`src/rtl/slp_pkg.sv`:
```
package slp_pkg;

    typedef enum logic [2:0] {
        ST_AWAKE  = 3'd0,
        ST_ENTER  = 3'd1,
        ST_ASLEEP = 3'd2,
        ST_EXIT   = 3'd3,
        ST_RECOV  = 3'd4
    } slp_state_e;

    typedef struct packed {
        slp_state_e state;
        logic       sel_err;
        logic       rec_err;
    } slp_ctl_s;

    function automatic int max3(input int a, input int b, input int c);
        int m;
        m = (a > b) ? a : b;
        return (m > c) ? m : c;
    endfunction

endpackage

```
`src/rtl/slp_sync.sv`:
```
module slp_sync #(
    parameter int STAGES = 2
) (
    input  logic clk,
    input  logic rst_n,
    input  logic async_in,
    output logic sync_out
);

    logic [STAGES-1:0] st_d, st_q;

    always_comb begin
        st_d[0] = async_in;
        for (int i = 1; i < STAGES; i++) begin
            st_d[i] = st_q[i-1];
        end
    end

    always_ff @(posedge clk or negedge rst_n) begin
        if (!rst_n) begin
            st_q <= '0;
        end else begin
            st_q <= st_d;
        end
    end

    assign sync_out = st_q[STAGES-1];

    generate
        for (genvar g = 1; g < STAGES; g++) begin : g_shift_chk

            shift_stage_chk: assert property (@(posedge clk) disable iff (!rst_n)
                1'b1 |=> st_q[g] == $past(st_q[g-1]));
        end
    endgenerate

endmodule

```
`src/rtl/slp_cnt.sv`:
```
module slp_cnt #(
    parameter int W = 1
) (
    input  logic         clk,
    input  logic         rst_n,
    input  logic         load,
    input  logic [W-1:0] load_val,
    output logic         zero
);

    logic [W-1:0] cnt_d, cnt_q;

    always_comb begin
        cnt_d = cnt_q;
        if (load) begin
            cnt_d = load_val;
        end else if (cnt_q != '0) begin
            cnt_d = cnt_q - 1'b1;
        end
    end

    always_ff @(posedge clk or negedge rst_n) begin
        if (!rst_n) begin
            cnt_q <= '0;
        end else begin
            cnt_q <= cnt_d;
        end
    end

    assign zero = (cnt_q == '0);


    load_take_chk: assert property (@(posedge clk) disable iff (!rst_n)
        load |=> cnt_q == $past(load_val));


    count_down_chk: assert property (@(posedge clk) disable iff (!rst_n)
        (!load && cnt_q != '0) |=> cnt_q == $past(cnt_q) - 1'b1);

endmodule

```
`src/rtl/slp_seq.sv`:
```
module slp_seq
    import slp_pkg::*;
#(
    parameter int SYNC_STAGES = 2,
    parameter int ENTRY_CYC   = 2,
    parameter int EXIT_CYC    = 2,
    parameter int RECOV_CYC   = 2
) (
    input  logic clk,
    input  logic rst_n,
    input  logic sleep_req,
    input  logic dev_sel,
    output logic sleep_on,
    output logic acc_block,
    output logic dq_hiz,
    output logic sel_err,
    output logic rec_err
);

    localparam int MAXC = max3(ENTRY_CYC, EXIT_CYC, RECOV_CYC);
    localparam int CW   = (MAXC > 1) ? $clog2(MAXC) : 1;
    localparam logic [CW-1:0] ENTRY_LD = CW'(ENTRY_CYC - 1);
    localparam logic [CW-1:0] EXIT_LD  = CW'(EXIT_CYC - 1);
    localparam logic [CW-1:0] RECOV_LD = CW'(RECOV_CYC - 1);

    logic          req_s;
    logic          cnt_load;
    logic [CW-1:0] cnt_val;
    logic          cnt_zero;
    slp_ctl_s      ctl_d, ctl_q;

    slp_sync #(.STAGES(SYNC_STAGES)) u_sync (
        .clk      (clk),
        .rst_n    (rst_n),
        .async_in (sleep_req),
        .sync_out (req_s)
    );

    slp_cnt #(.W(CW)) u_cnt (
        .clk      (clk),
        .rst_n    (rst_n),
        .load     (cnt_load),
        .load_val (cnt_val),
        .zero     (cnt_zero)
    );

    always_comb begin
        ctl_d    = ctl_q;
        cnt_load = 1'b0;
        cnt_val  = '0;
        unique case (ctl_q.state)
            ST_AWAKE: begin
                if (req_s) begin
                    ctl_d.state = ST_ENTER;
                    cnt_load    = 1'b1;
                    cnt_val     = ENTRY_LD;
                end
            end
            ST_ENTER: begin
                // a withdrawn request beats a finishing entry
                if (!req_s) begin
                    ctl_d.state = ST_EXIT;
                    cnt_load    = 1'b1;
                    cnt_val     = EXIT_LD;
                end else if (cnt_zero) begin
                    ctl_d.state = ST_ASLEEP;
                end
            end
            ST_ASLEEP: begin
                if (!req_s) begin
                    ctl_d.state = ST_EXIT;
                    cnt_load    = 1'b1;
                    cnt_val     = EXIT_LD;
                end
            end
            ST_EXIT: begin
                if (cnt_zero) begin
                    ctl_d.state = ST_RECOV;
                    cnt_load    = 1'b1;
                    cnt_val     = RECOV_LD;
                end
            end
            ST_RECOV: begin
                if (cnt_zero) begin
                    ctl_d.state = ST_AWAKE;
                end
            end
            default: ctl_d.state = ST_AWAKE;
        endcase

        if (req_s && dev_sel &&
            (ctl_q.state == ST_AWAKE || ctl_q.state == ST_ENTER)) begin
            ctl_d.sel_err = 1'b1;
        end
        if (dev_sel && ctl_q.state == ST_RECOV) begin
            ctl_d.rec_err = 1'b1;
        end
    end

    always_ff @(posedge clk or negedge rst_n) begin
        if (!rst_n) begin
            ctl_q <= '{state: ST_AWAKE, sel_err: 1'b0, rec_err: 1'b0};
        end else begin
            ctl_q <= ctl_d;
        end
    end

    assign sleep_on  = (ctl_q.state == ST_ASLEEP);
    assign dq_hiz    = (ctl_q.state == ST_ENTER) || (ctl_q.state == ST_ASLEEP) ||
                       (ctl_q.state == ST_EXIT);
    assign acc_block = (ctl_q.state != ST_AWAKE);
    assign sel_err   = ctl_q.sel_err;
    assign rec_err   = ctl_q.rec_err;


    asleep_hiz_chk: assert property (@(posedge clk) disable iff (!rst_n)
        sleep_on |-> dq_hiz && acc_block);


    hiz_block_chk: assert property (@(posedge clk) disable iff (!rst_n)
        dq_hiz |-> acc_block);


    exit_start_chk: assert property (@(posedge clk) disable iff (!rst_n)
        (sleep_on && !req_s) |=> !sleep_on && dq_hiz);


    rise_from_entry_chk: assert property (@(posedge clk) disable iff (!rst_n)
        $rose(sleep_on) |-> $past(ctl_q.state == ST_ENTER) && $past(req_s));


    sel_sticky_chk: assert property (@(posedge clk) disable iff (!rst_n)
        sel_err |=> sel_err);


    rec_sticky_chk: assert property (@(posedge clk) disable iff (!rst_n)
        rec_err |=> rec_err);

endmodule

```
`config.mk`:
```
export PLATFORM = sky130hd
export DESIGN_NAME = slp_seq
export DESIGN_NICKNAME = d
export VERILOG_FILES = /design/src/rtl/slp_pkg.sv /design/src/rtl/slp_sync.sv /design/src/rtl/slp_cnt.sv /design/src/rtl/slp_seq.sv
export SDC_FILE = /design/constraint.sdc
export NUM_CORES = 1
export LEC_CHECK = 0
export ABC_CLOCK_PERIOD_IN_PS = 950
export BUFFER_PORTS_ARGS = -buffer_cell sky130_fd_sc_hd__buf_2
export CAP_MARGIN = 20
export CORE_AREA = 2 2 39 41
export DETAILED_ROUTE_END_ITERATION = 7
export DIE_AREA = 0 0 41 43
export SETUP_SLACK_MARGIN = 0.15
export SYNTH_ARGS = -nofsm -noshare
export SYNTH_HDL_FRONTEND = slang
export SYNTH_SLANG_ARGS = --single-unit
```
`constraint.sdc`:
```
create_clock -name clk -period 0.95 [get_ports clk]
set_input_delay 0.285 -clock clk [delete_from_list [all_inputs] [get_ports clk]]
set_output_delay 0.285 -clock clk [all_outputs]
set_load 0.02 [all_outputs]
```
==> results.toml, run 1 <==
[outcome]
status = "complete, but fails checks"
violations = "setup timing"

[synth]
synth.most_common_cell = "dfrtp_1"
async_flop_share_pct = 100
yosys-top-cells-area = "dfrtp_1 54%, a221oi_2 4.1%, mux2_4 4.1%, buf_6 3.1%, nor2_1 3.1%"
synth.distinct_cells = 21
seq_area_frac_synth_pct = 54.2
synth_area_leader_cell = "dfrtp_1"
ys_seq_elements = 8
synth_top_area_share_pct = 54.2
avgSynthCellArea_sq_um = 11.9
synth_cells = 31
ys_warn_count = 0
syn-num-nets = 35
synth_edf_count = 0
netlist_area_sq_um = 369
synth-main-ff-cell = "dfrtp_1"
synth_common_cells = "8 x dfrtp_1, 3 x nor2_1, 2 x inv_1"

[die]
rows = 14
dieArea_sq_um = 1760
fp.dieW_microns = 41
top_level_ports = 9
start_util_pct = 26.7
die_height_microns = 43
core-area_sq_um = 1380

[clock_tree]
clkTransAtPathRegs_ps = 60
clk_latency_ps = 260
cts-root-buf = "clkbuf_4"
numCtsBuffers = 3
clock_sinks = 8
cts_max_level = 1
cts_tree = "yes"
clk_path_buf_depth = 2

[finish]
seq_area_sq_um = 201
area_delta_synth_final_pct = 73.2
final_nets = 62
layout-drive-gt1-share_pct = 70.2
fillers = 136
n_antenna_cell = 0
mostFrequentLayoutCells = "12 x buf_4, 7 x dfrtp_1, 7 x buf_6"
multi_input_area_sq_um = 190
final_common_cell = "buf_4"
fin_cells = 73

[global_route]
grt_pass1_wl_microns = 1350
grt_max_degree = 9
antenna_found_initial = 0
grt_pass1_vias = 315
grt_overflow = 0
grt_usage_pct = 12.2

[detailed_routing]
top_layer_used = "met4"
wl_per_cell_microns = 11.2
drt_pass1_iterations = 2
drc = 0
viasPerCell = 4.25
first_iter_violations = 1
met2WireLength_microns = 416
wl_microns = 820
wl_met1_microns = 363
antenna_left = 0
vias = 310
met3WireLength_microns = 31

[placed_design]
portBuffers = 8
dp.final_hpwl_microns = 510
place_congestion = 0.788
dp_cells = 62

[power_and_ir_drop]
vdd_drop_max_uv = 1250
total_power_uw = 2120
p_leak_uw = 0.000302
p_per_area_nw_per_um2 = 3310

[timing]
fmax_mhz = 760
tightest_slew_ps = 205
fin_crit_sh_pct = 139
relSlewSlack_pct = 86.3
maxSlewViolCount = 0
fin_skew_ps = 8.02
finalSetupViolations = 11
rsz0062_at_grt = "true"
hold_viol_final = 0
period_minus_slack_ps = 1320
setup_tns_ps = -2250
finalWorstSetupSlack_ps = -366

[setup_path]
critPathKind = "flop to primary output"
cp.required_ps = 660
crit_fanout = 3
startpoint_type = "flop"
crit_path_end_kind = "primary output"
arrival_ps = 1030

[min_path]
hold_path_class = "primary input to flop"

[job]
maxCapViolations = 0
-- state kept, by name, summed over array words and instances (netlist names) --
signal and count:
sel_err 1, u_sync.st_q 2, rec_err 1, ctl_q 3
u_cnt.cnt_q 1
-- metal layers --
| layer | global-route usage [%] | vias to the layer above |
|---|---|---|
| li1 | - | 159 |
| met1 | 14.1 | 141 |
| met2 | 16.9 | 8 |
| met3 | 3.14 | 2 |
| met4 | 12.0 | 0 |
| met5 | 0 | - |
-- worst max-delay path: stages (launching register included) --
cell     delay [ps]
dfrtp_2         420
inv_2            80
and3_4          170
buf_6           110
-- worst paths after layout --
check,cells past startpoint,end,slack (ps),startpoint
max in group asynchronous,2,ctl_q[4],370,rst_n
min in group asynchronous,2,u_cnt.cnt_q,400,rst_n
hold / removal,1,u_sync.st_q[0],140,sleep_req
setup reg to reg,4,ctl_q[2],-250,ctl_q[3]
setup / recovery,3,sleep_on,-370,ctl_q[4]
hold reg to reg,0,u_sync.st_q[1],350,u_sync.st_q[0]
-- repair_timing --
item,in CTS,in global routing
setup endpoints to repair,11,11
hold buffers,1,0
gates cloned,0,0
buffers inserted,4,2
gates resized for setup,14,2
hold endpoints to repair,8,0
pin swaps,4,3
-- kinds of logic (layout without fill, tap and decap cells) --
| family | count (synthesis) | after routing | share of synthesized area, % |
|---|---|---|---|
| AND/OR/NAND/NOR | 11 | 11 | 17.0 |
| XOR/XNOR | 1 | 1 | 2.37 |
| AO/OA/AOI/OAI | 7 | 7 | 17.3 |
| multiplexers | 1 | 1 | 4.07 |
| flip-flops | 8 | 8 | 54.2 |
| buffers and inverters | 3 | 29 | 5.09 |
-- report_power, final --
| group | leakage, uW | internal [uW] | switching (uW) |
|---|---|---|---|
| clock | 0.0000150 | 161 | 123 |
| combinational | 0.000196 | 741 | 527 |
| sequential | 0.0000908 | 452 | 115 |
-- cell type report --
cell class              count  area share [%]
multi-input cells          20            29.7
flip-flops and latches      8            31.5
clock buffers               4            4.11
repair buffers             23            30.3
well taps                  16            3.13
inverters                   2            1.17
-- stage by stage --
step	utilization (%)	cell area, sq um	hold slack (ps)	setup WS [ps]
5_1_grt	46.2	639	119	-408
6_report	46.2	639	139	-366
2_1_floorplan	-	385	-10.6	-43.2
3_5_place_dp	35.7	494	141	-146
3_3_place_gp	35.7	494	136	-152
4_1_cts	44.4	614	126	-370
Power figures use the tool's default switching activity.
==> run 2, diff against run 1 <==
--- a/config.mk
+++ b/config.mk
@@ -12,4 +12,5 @@
 export DETAILED_ROUTE_END_ITERATION = 7
 export DIE_AREA = 0 0 41 43
+export REMOVE_ABC_BUFFERS = 1
 export SETUP_SLACK_MARGIN = 0.15
 export SYNTH_ARGS = -nofsm -noshare
==> constraint.sdc (replaced) <==
create_clock -name clk -period 0.95 [get_ports clk]
set_input_delay 0.2375 -clock clk [delete_from_list [all_inputs] [get_ports clk]]
set_output_delay 0.2375 -clock clk [all_outputs]
set_load 0.02 [all_outputs]
==> results.toml, run 2 (synthesis results as in run 1) <==
[clock_tree]
numCtsBuffers = 3
clk_latency_ps = 250
clk_path_buf_depth = 2
cts_tree = "yes"
clock_sinks = 8
clkTransAtPathRegs_ps = 50
cts_max_level = 1
cts-root-buf = "clkbuf_4"

[global_route]
grt-busiest-layer = "met2"
antenna_found_initial = 0
grt_usage_pct = 13.1
grt_pass1_wl_microns = 1460
globalRouteMet2Util_pct = 19.7
grt_pass1_vias = 339
grt_max_degree = 9
grt.met1_usage_pct = 15.1
grt_use_met3_pct = 3.14
grt_overflow = 0

[placed_design]
dp_cells = 61
dp.final_hpwl_microns = 480
pre_cts_slack_ps = -102
place_area_sq_um = 470
portBuffers = 8
place_congestion = 0.683

[finish]
final_area_sq_um = 617
final_nets = 61
layout-drive-gt1-share_pct = 63.6
n_antenna_cell = 0
mostFrequentLayoutCells = "12 x buf_4, 7 x dfrtp_1, 5 x buf_6"
fin_cells = 71
fin_util_pct = 44.6
regMostFlops = "ctl_q"
largest_reg_flops = 3
reg_top3 = "ctl_q x3, u_sync.st_q x2"
area_delta_synth_final_pct = 67.1
final_common_cell = "buf_4"

[min_path]
hold_path_class = "primary input to flop"
worstHoldStart = "sleep_req"
whs_endpoint = "u_sync.st_q[0]"
hold_path_depth = 1

[timing]
rsz0062_at_grt = "true"
fin_skew_ps = 6.25
period_minus_slack_ps = 1250
maxSlewViolCount = 0
finalSetupViolations = 11
hold_slack_ps = 97.0
relSlewSlack_pct = 85.2
hold_viol_final = 0
fmax_mhz = 801
fin_crit_sh_pct = 131
finalWorstSetupSlack_ps = -298
tightest_slew_ps = 222

[setup_path]
critPathSlowestCell = "dfrtp_1"
critPathKind = "flop to primary output"
rrSetupSlack_ps = -200
crit_fanout = 3
reg2reg_to = "ctl_q[2]"
max_stage_delay_ps = 400
startpoint_type = "flop"
cp.required_ps = 710
reg2reg_depth = 4
cp_top_family = "flip-flops"
arrival_ps = 1010
crit_path_end_kind = "primary output"
crit_buf_inv = 2
r2r_start = "ctl_q[2]"
cp_cell_sequence = "inv_1, and3_4, buf_6"

[detailed_routing]
antenna_left = 0
drc = 0
viasPerCell = 4.51
wl_microns = 837
wl_per_cell_microns = 11.8
vias = 320
first_iter_violations = 4
drt_pass1_iterations = 2

[die]
top_level_ports = 9
dieArea_sq_um = 1760
fp.dieW_microns = 41
start_util_pct = 26.7
rows = 14
core-area_sq_um = 1380
die_height_microns = 43

[power_and_ir_drop]
p_per_area_nw_per_um2 = 3350
seqPwrFrac_pct = 26.6
p_sw_uw = 742
p_leak_uw = 0.000296
p_comb_share_pct = 61.0
p_int_uw = 1330
vdd_drop_max_uv = 1160
pwr-share-clk_pct = 12.4
switching_share_pct = 35.9

[outcome]
violations = "setup timing"
status = "complete, but fails checks"

[job]
maxCapViolations = 0
[run 2: layer usage]
layer  part of all wire (%)  wire length (microns)  vias to the layer above
met2                     55                    461                       10
li1                       -                      -                      157
met3                    4.3                     36                        2
met1                     39                    330                      151
met4                   0.96                      8                        0
met5                      0                      0                        -
[run 2: timing repair]
item | CTS | global route
pin swaps | 5 | 1
buffers inserted | 6 | 0
endpoints found under the hold margin | 8 | 0
endpoints found under the setup margin | 11 | 11
resized for setup | 18 | 1
hold buffers | 1 | 0
[run 2: worst max path at each step]
stage | slack [ps] | end | cells past startpoint | startpoint
after floorplan | -110 | dq_hiz | 2 | ctl_q[3]
after global placement | -100 | sleep_on | 3 | ctl_q[4]
after detailed placement | -100 | sleep_on | 3 | ctl_q[4]
after CTS | -300 | sleep_on | 3 | ctl_q[4]
after global routing | -370 | sleep_on | 3 | ctl_q[4]
final | -300 | sleep_on | 3 | ctl_q[2]
[run 2: power groups by stage]
stage,registers [uW],logic [uW],clock network (uW)
2_1_floorplan,605,465,0
3_3_place_gp,571,823,0
3_5_place_dp,574,817,0
4_1_cts,547,1230,266
5_1_grt,572,1380,288
6_report,550,1260,256
[run 2: layout make-up]
| cell class | instances | area (sq um) |
|---|---|---|
| inverters | 2 | 7.51 |
| fillers | 141 | 767 |
| repair buffers | 22 | 176 |
| clock buffers | 3 | 22.5 |
| multi-input cells | 20 | 189 |
| flip-flops and latches | 8 | 201 |
| well taps | 16 | 20.0 |
[run 2: worst reg2reg max path: stages, from the launching register on]
cell and delay, ps:
dfrtp_1 400, buf_4 160, buf_4 150, nor2b_1 130
a221oi_2 220
[run 2: stage by stage]
step                TNS, ps  power (uW)
floorplan              -162        1070
global placement       -556        1390
detailed placement     -589        1390
CTS                   -1900        2040
global route          -2520        2240
finish                -1920        2070
